## src/rtl/pex_pkg.sv

```systemverilog
package pex_pkg;

    localparam int BYTE_W = 8;
    localparam logic [2:0] IN_GRP_PREFIX  = 3'b110;
    localparam logic [2:0] OUT_GRP_PREFIX = 3'b101;

    typedef enum logic [3:0] {
        PS_IDLE,
        PS_ADDR,
        PS_ADDR_END,
        PS_ADDR_ACK,
        PS_WR,
        PS_WR_END,
        PS_WR_ACK,
        PS_RD,
        PS_RD_ACK,
        PS_WAIT
    } pex_state_e;

    typedef struct packed {
        pex_state_e          st;
        logic [2:0]          cnt;
        logic [BYTE_W-1:0]   sh;
        logic [BYTE_W-1:0]   outp;
        logic                sda_oe;
        logic                grp_in;
        logic                rd;
        logic                odd;
        logic                hold;
        logic                scl_p;
        logic                sda_p;
    } pex_ctl_t;

endpackage

```

## src/rtl/pex_glitch_filter.sv

```systemverilog
module pex_glitch_filter #(
    parameter int SYNC_LEN = 2,
    parameter int FILT_LEN = 3
) (
    input  logic clk,
    input  logic rst_n,
    input  logic raw,
    output logic filt
);
    typedef struct packed {
        logic [SYNC_LEN-1:0] sync;
        logic [FILT_LEN-1:0] win;
        logic                lvl;
    } flt_t;

    flt_t flt_d, flt_q;

    always_comb begin
        flt_d      = flt_q;
        flt_d.sync = {flt_q.sync[SYNC_LEN-2:0], raw};
        flt_d.win  = {flt_q.win[FILT_LEN-2:0], flt_q.sync[SYNC_LEN-1]};
        if (&flt_q.win)
            flt_d.lvl = 1'b1;
        else if (~|flt_q.win)
            flt_d.lvl = 1'b0;
    end

    always_ff @(posedge clk) begin
        if (!rst_n)
            flt_q <= '1;
        else
            flt_q <= flt_d;
    end

    assign filt = flt_q.lvl;
endmodule

```

## src/rtl/pex_in_monitor.sv

```systemverilog
module pex_in_monitor #(
    parameter int          PORT_W     = 8,
    parameter logic [7:0]  MASK_RESET = 8'hFF
) (
    input  logic              clk,
    input  logic              rst_n,
    input  logic [PORT_W-1:0] in_port,
    input  logic              sample_stb,
    input  logic              mask_we,
    input  logic [PORT_W-1:0] mask_data,
    input  logic              hold,
    output logic [PORT_W-1:0] flag_cap,
    output logic              irq_n
);
    typedef struct packed {
        logic [PORT_W-1:0] snap;
        logic [PORT_W-1:0] flags;
        logic [PORT_W-1:0] cap;
        logic [PORT_W-1:0] mask;
        logic              irq;
    } mon_t;

    mon_t mon_d, mon_q;
    logic [PORT_W-1:0] chg;

    always_comb begin
        mon_d     = mon_q;
        chg       = in_port ^ mon_q.snap;
        mon_d.flags = mon_q.flags | chg;
        if (sample_stb) begin
            mon_d.cap   = mon_q.flags | chg;
            mon_d.snap  = in_port;
            mon_d.flags = '0;
        end
        if (mask_we)
            mon_d.mask = mask_data;
        mon_d.irq = !hold && (|(mon_q.flags & mon_q.mask));
    end

    always_ff @(posedge clk) begin
        if (!rst_n) begin
            mon_q      <= '0;
            mon_q.mask <= MASK_RESET[PORT_W-1:0];
        end else begin
            mon_q <= mon_d;
        end
    end

    assign flag_cap = mon_q.cap;
    assign irq_n    = !mon_q.irq;
endmodule

```

## src/rtl/pex_i2c_slave.sv

```systemverilog
module pex_i2c_slave
    import pex_pkg::*;
#(
    parameter int         SYNC_LEN   = 2,
    parameter int         FILT_LEN   = 3,
    parameter logic [7:0] OUT_RESET  = 8'hFF,
    parameter logic [7:0] MASK_RESET = 8'hFF
) (
    input  logic        clk,
    input  logic        rst_n,
    input  logic        bus_rst_n,
    input  logic        scl_i,
    input  logic        sda_i,
    output logic        sda_oe,
    input  logic [3:0]  addr_sel,
    input  logic [7:0]  in_port,
    input  logic [7:0]  out_pin,
    output logic [7:0]  out_port,
    output logic        irq_n
);
    localparam int N_LINES = 2;

    logic [N_LINES-1:0] raw_lines, filt_lines;
    logic scl_f, sda_f;

    assign raw_lines = {sda_i, scl_i};

    for (genvar g = 0; g < N_LINES; g++) begin : g_line
        pex_glitch_filter #(
            .SYNC_LEN(SYNC_LEN),
            .FILT_LEN(FILT_LEN)
        ) u_flt (
            .clk  (clk),
            .rst_n(rst_n),
            .raw  (raw_lines[g]),
            .filt (filt_lines[g])
        );
    end

    assign scl_f = filt_lines[0];
    assign sda_f = filt_lines[1];

    pex_ctl_t ctl_d, ctl_q;

    logic              sample_stb, mask_we, out_we;
    logic              bus_start, bus_stop, scl_rise, scl_fall;
    logic              hit_in, hit_out;
    logic [BYTE_W-1:0] nxt_byte;
    logic [BYTE_W-1:0] flag_cap;

    always_comb begin
        bus_start = scl_f && ctl_q.scl_p && ctl_q.sda_p && !sda_f;
        bus_stop  = scl_f && ctl_q.scl_p && !ctl_q.sda_p && sda_f;
        scl_rise  = scl_f && !ctl_q.scl_p;
        scl_fall  = !scl_f && ctl_q.scl_p;
        hit_in    = ctl_q.sh[7:1] == {IN_GRP_PREFIX, addr_sel};
        hit_out   = ctl_q.sh[7:1] == {OUT_GRP_PREFIX, addr_sel};
    end

    always_comb begin
        ctl_d       = ctl_q;
        ctl_d.scl_p = scl_f;
        ctl_d.sda_p = sda_f;
        sample_stb  = 1'b0;
        mask_we     = 1'b0;
        out_we      = 1'b0;
        nxt_byte    = '0;

        if (!bus_rst_n || bus_stop) begin
            ctl_d.st     = PS_IDLE;
            ctl_d.sda_oe = 1'b0;
            ctl_d.hold   = 1'b0;
        end else if (bus_start) begin
            ctl_d.st     = PS_ADDR;
            ctl_d.cnt    = '0;
            ctl_d.sda_oe = 1'b0;
        end else begin
            case (ctl_q.st)
                PS_ADDR: begin
                    if (scl_rise) begin
                        ctl_d.sh  = {ctl_q.sh[BYTE_W-2:0], sda_f};
                        ctl_d.cnt = ctl_q.cnt + 3'd1;
                        if (ctl_q.cnt == 3'd7)
                            ctl_d.st = PS_ADDR_END;
                    end
                end
                PS_ADDR_END: begin
                    if (scl_fall) begin
                        if (hit_in || hit_out) begin
                            ctl_d.st     = PS_ADDR_ACK;
                            ctl_d.sda_oe = 1'b1;
                            ctl_d.grp_in = hit_in;
                            ctl_d.rd     = ctl_q.sh[0];
                            ctl_d.odd    = 1'b0;
                            if (hit_in) begin
                                sample_stb = 1'b1;
                                ctl_d.hold = 1'b1;
                            end
                            if (ctl_q.sh[0])
                                ctl_d.sh = hit_in ? in_port : out_pin;
                        end else begin
                            ctl_d.st = PS_IDLE;
                        end
                    end
                end
                PS_ADDR_ACK: begin
                    if (scl_fall) begin
                        ctl_d.cnt    = '0;
                        ctl_d.st     = ctl_q.rd ? PS_RD : PS_WR;
                        ctl_d.sda_oe = ctl_q.rd && !ctl_q.sh[BYTE_W-1];
                    end
                end
                PS_WR: begin
                    if (scl_rise) begin
                        ctl_d.sh  = {ctl_q.sh[BYTE_W-2:0], sda_f};
                        ctl_d.cnt = ctl_q.cnt + 3'd1;
                        if (ctl_q.cnt == 3'd7)
                            ctl_d.st = PS_WR_END;
                    end
                end
                PS_WR_END: begin
                    if (scl_fall) begin
                        if (ctl_q.grp_in) begin
                            mask_we = 1'b1;
                        end else begin
                            out_we     = 1'b1;
                            ctl_d.outp = ctl_q.sh;
                        end
                        ctl_d.sda_oe = 1'b1;
                        ctl_d.st     = PS_WR_ACK;
                    end
                end
                PS_WR_ACK: begin
                    if (scl_fall) begin
                        ctl_d.sda_oe = 1'b0;
                        ctl_d.cnt    = '0;
                        ctl_d.st     = PS_WR;
                    end
                end
                PS_RD: begin
                    if (scl_fall) begin
                        if (ctl_q.cnt == 3'd7) begin
                            ctl_d.sda_oe = 1'b0;
                            ctl_d.st     = PS_RD_ACK;
                        end else begin
                            ctl_d.sh     = {ctl_q.sh[BYTE_W-2:0], 1'b0};
                            ctl_d.sda_oe = !ctl_q.sh[BYTE_W-2];
                            ctl_d.cnt    = ctl_q.cnt + 3'd1;
                        end
                    end
                end
                PS_RD_ACK: begin
                    if (scl_rise && sda_f) begin
                        ctl_d.st = PS_WAIT;
                    end else if (scl_fall) begin
                        ctl_d.odd = !ctl_q.odd;
                        if (!ctl_q.grp_in) begin
                            nxt_byte = out_pin;
                        end else if (!ctl_q.odd) begin
                            nxt_byte = flag_cap;
                        end else begin
                            nxt_byte   = in_port;
                            sample_stb = 1'b1;
                        end
                        ctl_d.sh     = nxt_byte;
                        ctl_d.sda_oe = !nxt_byte[BYTE_W-1];
                        ctl_d.cnt    = '0;
                        ctl_d.st     = PS_RD;
                    end
                end
                default: ;
            endcase
        end
    end

    always_ff @(posedge clk) begin
        if (!rst_n) begin
            ctl_q       <= '0;
            ctl_q.st    <= PS_IDLE;
            ctl_q.outp  <= OUT_RESET;
            ctl_q.scl_p <= 1'b1;
            ctl_q.sda_p <= 1'b1;
        end else begin
            ctl_q <= ctl_d;
        end
    end

    pex_in_monitor #(
        .PORT_W    (BYTE_W),
        .MASK_RESET(MASK_RESET)
    ) u_mon (
        .clk       (clk),
        .rst_n     (rst_n),
        .in_port   (in_port),
        .sample_stb(sample_stb),
        .mask_we   (mask_we),
        .mask_data (ctl_q.sh),
        .hold      (ctl_q.hold),
        .flag_cap  (flag_cap),
        .irq_n     (irq_n)
    );

    assign sda_oe   = ctl_q.sda_oe;
    assign out_port = ctl_q.outp;
endmodule

```

## config.mk

```make
export PLATFORM = sky130hd
export DESIGN_NAME = pex_i2c_slave
export DESIGN_NICKNAME = d
export VERILOG_FILES = /design/src/rtl/pex_pkg.sv /design/src/rtl/pex_glitch_filter.sv /design/src/rtl/pex_in_monitor.sv /design/src/rtl/pex_i2c_slave.sv
export SDC_FILE = /design/constraint.sdc
export NUM_CORES = 1
export LEC_CHECK = 0
export ABC_AREA = 0
export CAP_MARGIN = 20
export CORE_MARGIN = 10
export CORE_UTILIZATION = 57
export CTS_CLUSTER_SIZE = 16
export DETAILED_ROUTE_END_ITERATION = 7
export PLACE_DENSITY = 0.77
export SYNTH_ARGS = -nofsm -noshare
export SYNTH_HDL_FRONTEND = slang
export SYNTH_SLANG_ARGS = --single-unit
```

## constraint.sdc

```tcl
create_clock -name clk -period 2.6 [get_ports clk]
set_input_delay 0.39 -clock clk [delete_from_list [all_inputs] [get_ports clk]]
set_output_delay 0.39 -clock clk [all_outputs]
set_load 0.05 [all_outputs]
```

==> impl_metrics.json <==
{
  "yosysSeqAreaShare": 0.397,
  "core-area_sq_um": 6390,
  "synth.avg_cell_area_sq_um": 8.91,
  "outcome": "finished, final reports clean",
  "initial_core_util": 0.593,
  "grtUsageTotal": 0.176,
  "seqPwrFrac": 0.543,
  "cts_buffers": 9,
  "hold_violations": 0,
  "grt_pass1_wl_um": 14600,
  "grt_antenna_before_repair": 0,
  "grt_max_degree": 52,
  "root_buffer": "clkbuf_8",
  "path_depth": 5,
  "synth-main-ff-cell": "dfxtp_1",
  "clk_pin_slew_ns": 0.08,
  "p_switching_mw": 0.500,
  "worstPathArrival_ns": 2.54,
  "avgRoutedWirePerCell_um": 16.6,
  "finClkSkew_ns": 0.0122,
  "postCtsSetupBuffers": 0,
  "fin_crit_ns": 2.25,
  "slew_headroom": 0.625,
  "dp_hpwl_um": 6550,
  "clock_sinks": 75,
  "nFillCells": 540,
  "die_x_um": 101,
  "via_per_inst": 5.88,
  "hold_class": "primary input to register",
  "dpl_cell_area_sq_um": 4150,
  "holdPathStages": 2,
  "port_buffers": 34,
  "p_clk_frac": 0.405,
  "r2r_cells": 5,
  "crit_buf_inv": 0,
  "synth_top_area_frac": 0.397,
  "power_switching_share": 0.232,
  "ys_types": 59,
  "crit_type": "register to register",
  "overflow": 0,
  "final.period_utilization": 0.865,
  "power.internal_mw": 1.66,
  "fin_setup_tns_ns": 0,
  "start_kind": "register",
  "critical-path-max-stage-delay_ns": 0.68,
  "die-area_sq_um": 10300,
  "synth-seq-cells": 75,
  "die_h_um": 101,
  "area_delta_synth_final_pct": 14.6,
  "clock_latency_ns": 0.36,
  "cts_hold_buf": 0,
  "ys_warn_count": 0,
  "ir_worst_vdd_v": 0.000388,
  "drive_above_1_share": 0.101,
  "synth_common_cells": "dfxtp_1 (75), nand2_1 (45), nor2_1 (41)",
  "num_rows": 29,
  "cp-end-kind": "register",
  "p_leak_nw": 1.69,
  "synth_edf_count": 0,
  "max_freq_mhz": 445,
  "cts_tree": "done",
  "worst_hold_slack_ns": 0.340,
  "synth_nets": 452,
  "cp_top_family": "simple AND/OR/NAND/NOR gates",
  "slowest_stage": "or4b_4",
  "vias": 3132,
  "async_flop_share": 0,
  "drv_cap": 0,
  "place_congestion": 0.923,
  "netlist_area_sq_um": 3780,
  "synthTopCellsByArea": "dfxtp_1 (40%), mux2i_1 (10%), nand2_1 (4.5%), nor2_1 (4.1%), xor2_1 (3.0%)",
  "cts_resized": 0,
  "io_pins": 35,
  "drt_iter0_markers": 187,
  "htreeDepth": 3,
  "wirelength_um": 8860,
  "finalPower_mw": 2.16,
  "maxSlewViolCount": 0,
  "drtPass1Iterations": 5,
  "diodes": 0,
  "design_area_sq_um": 4340,
  "synth.most_common_cell": "dfxtp_1",
  "synth_cells": 425,
  "setup_viol": 0,
  "synth_top_area_cell": "dfxtp_1",
  "comb_power_share": 0.052,
  "p_per_area_nw_per_um2": 498,
  "crit_required_ns": 2.89,
  "worst_slew_pin_slew_ns": 0.562,
  "rsz0062_at_grt": "false",
  "grt_pass1_vias": 2928,
  "cts_buffer_depth": 2,
  "nNetsFinal": 479,
  "drc_errors": 0,
  "crit_fanout": 13,
  "antenna_left": 0,
  "cp_cell_sequence": "or4b_4, o32a_1, nor3_4, o21ai_0, a31oi_1"
}
## worst paths after layout
kind | to | start | slack, ns
setup / recovery | ctl_q[18] | ctl_q[26] | 0.35
hold / removal | out_port[6] | rst_n | 0.34
setup reg to reg | ctl_q[18] | ctl_q[26] | 0.35
hold reg to reg | g_line[1].u_flt.flt_d[2] | g_line[1].u_flt.flt_d[1] | 0.42
## through the flow
step,worst slack [ns],instances,util
final,0.352,533,0.679
after floorplan,0.594,425,-
after global placement,0.129,518,0.649
after detailed placement,0.0719,518,0.649
after CTS,0.342,533,0.679
after global routing,0.0510,533,0.679
## routing by layer
metal / vias up / track usage / part of all wire
li1: 1556 / - / -
met1: 1455 / 0.250 / 0.48
met2: 109 / 0.253 / 0.44
met3: 12 / 0.0511 / 0.073
met4: 0 / 0.0472 / 0.010
met5: - / 0 / 0
## layout make-up
class / instances / area [sq um] / share of cell area
clock buffers: 9 / 124 / 0.0286
repair buffers: 52 / 470 / 0.108
clock inverters: 6 / 65.1 / 0.0150
flip-flops and latches: 75 / 1500 / 0.346
inverters: 5 / 18.8 / 0.00433
multi-input cells: 309 / 2060 / 0.475
well taps: 77 / 96.3 / 0.0222
## cell families after synthesis
| logic type | share of synthesized area |
|---|---|
| AO/OA/AOI/OAI | 0.177 |
| XOR/XNOR | 0.0347 |
| adder cells (fa/ha/maj) | 0.0119 |
| buffers and inverters | 0.0588 |
| flip-flops | 0.397 |
| multiplexers | 0.103 |
| AND/OR/NAND/NOR | 0.218 |
## sequential cells by signal (all words and copies together) (netlist names)
| register | flops |
|---|---|
| g_line.u_flt.filt | 2 |
| sda_oe | 1 |
| u_mon.mon_q | 25 |
| out_port | 8 |
| ctl_q | 21 |
| u_mon.flag_cap | 8 |
| g_line.u_flt.flt_q | 2 |
| g_line.u_flt.flt_d | 8 |
## worst reg2reg max path: stages, from the launching register on
cell,delay (ns)
dfxtp_1,0.43
or4b_4,0.68
o32a_1,0.27
nor3_4,0.47
o21ai_0,0.16
a31oi_1,0.16
## power by group through the flow
| stage | clock, mW | sequential [mW] | combinational (mW) |
|---|---|---|---|
| after floorplan | 0 | 1.19 | 0.0544 |
| after global placement | 0 | 1.20 | 0.112 |
| after detailed placement | 0 | 1.20 | 0.113 |
| after CTS | 0.892 | 1.17 | 0.114 |
| after global routing | 0.933 | 1.17 | 0.124 |
| final | 0.874 | 1.17 | 0.113 |
## cell usage in the layout, fill, tap and decap left out, drive strengths merged, types with 2 or more instances in the layout
master	netlist	layout
nand3	2	2
clkbuf	12	9
o21a	5	5
nor4b	2	2
a22oi	5	5
buf	24	19
and3	3	3
o211a	9	9
nand2	45	45
nor2b	15	15
nor2	41	41
nand2b	17	17
a211oi	4	4
a221oi	5	5
a21boi	2	2
a21oi	20	20
inv	5	7
and2b	2	2
nand3b	2	2
a32oi	2	2
dfxtp	75	75
nor3	10	10
xnor2	2	2
clkdlybuf4s50	0	33
o22a	2	2
o211ai	2	2
o221a	2	2
nand4	3	3
ha	2	2
xor2	13	13
nor4	3	3
clkinv	0	2
maj3	2	2
mux2i	39	39
nor3b	3	3
o21ai	23	23
or2	2	2
a31oi	7	7
No activity file was read; power rests on OpenSTA's default activity.
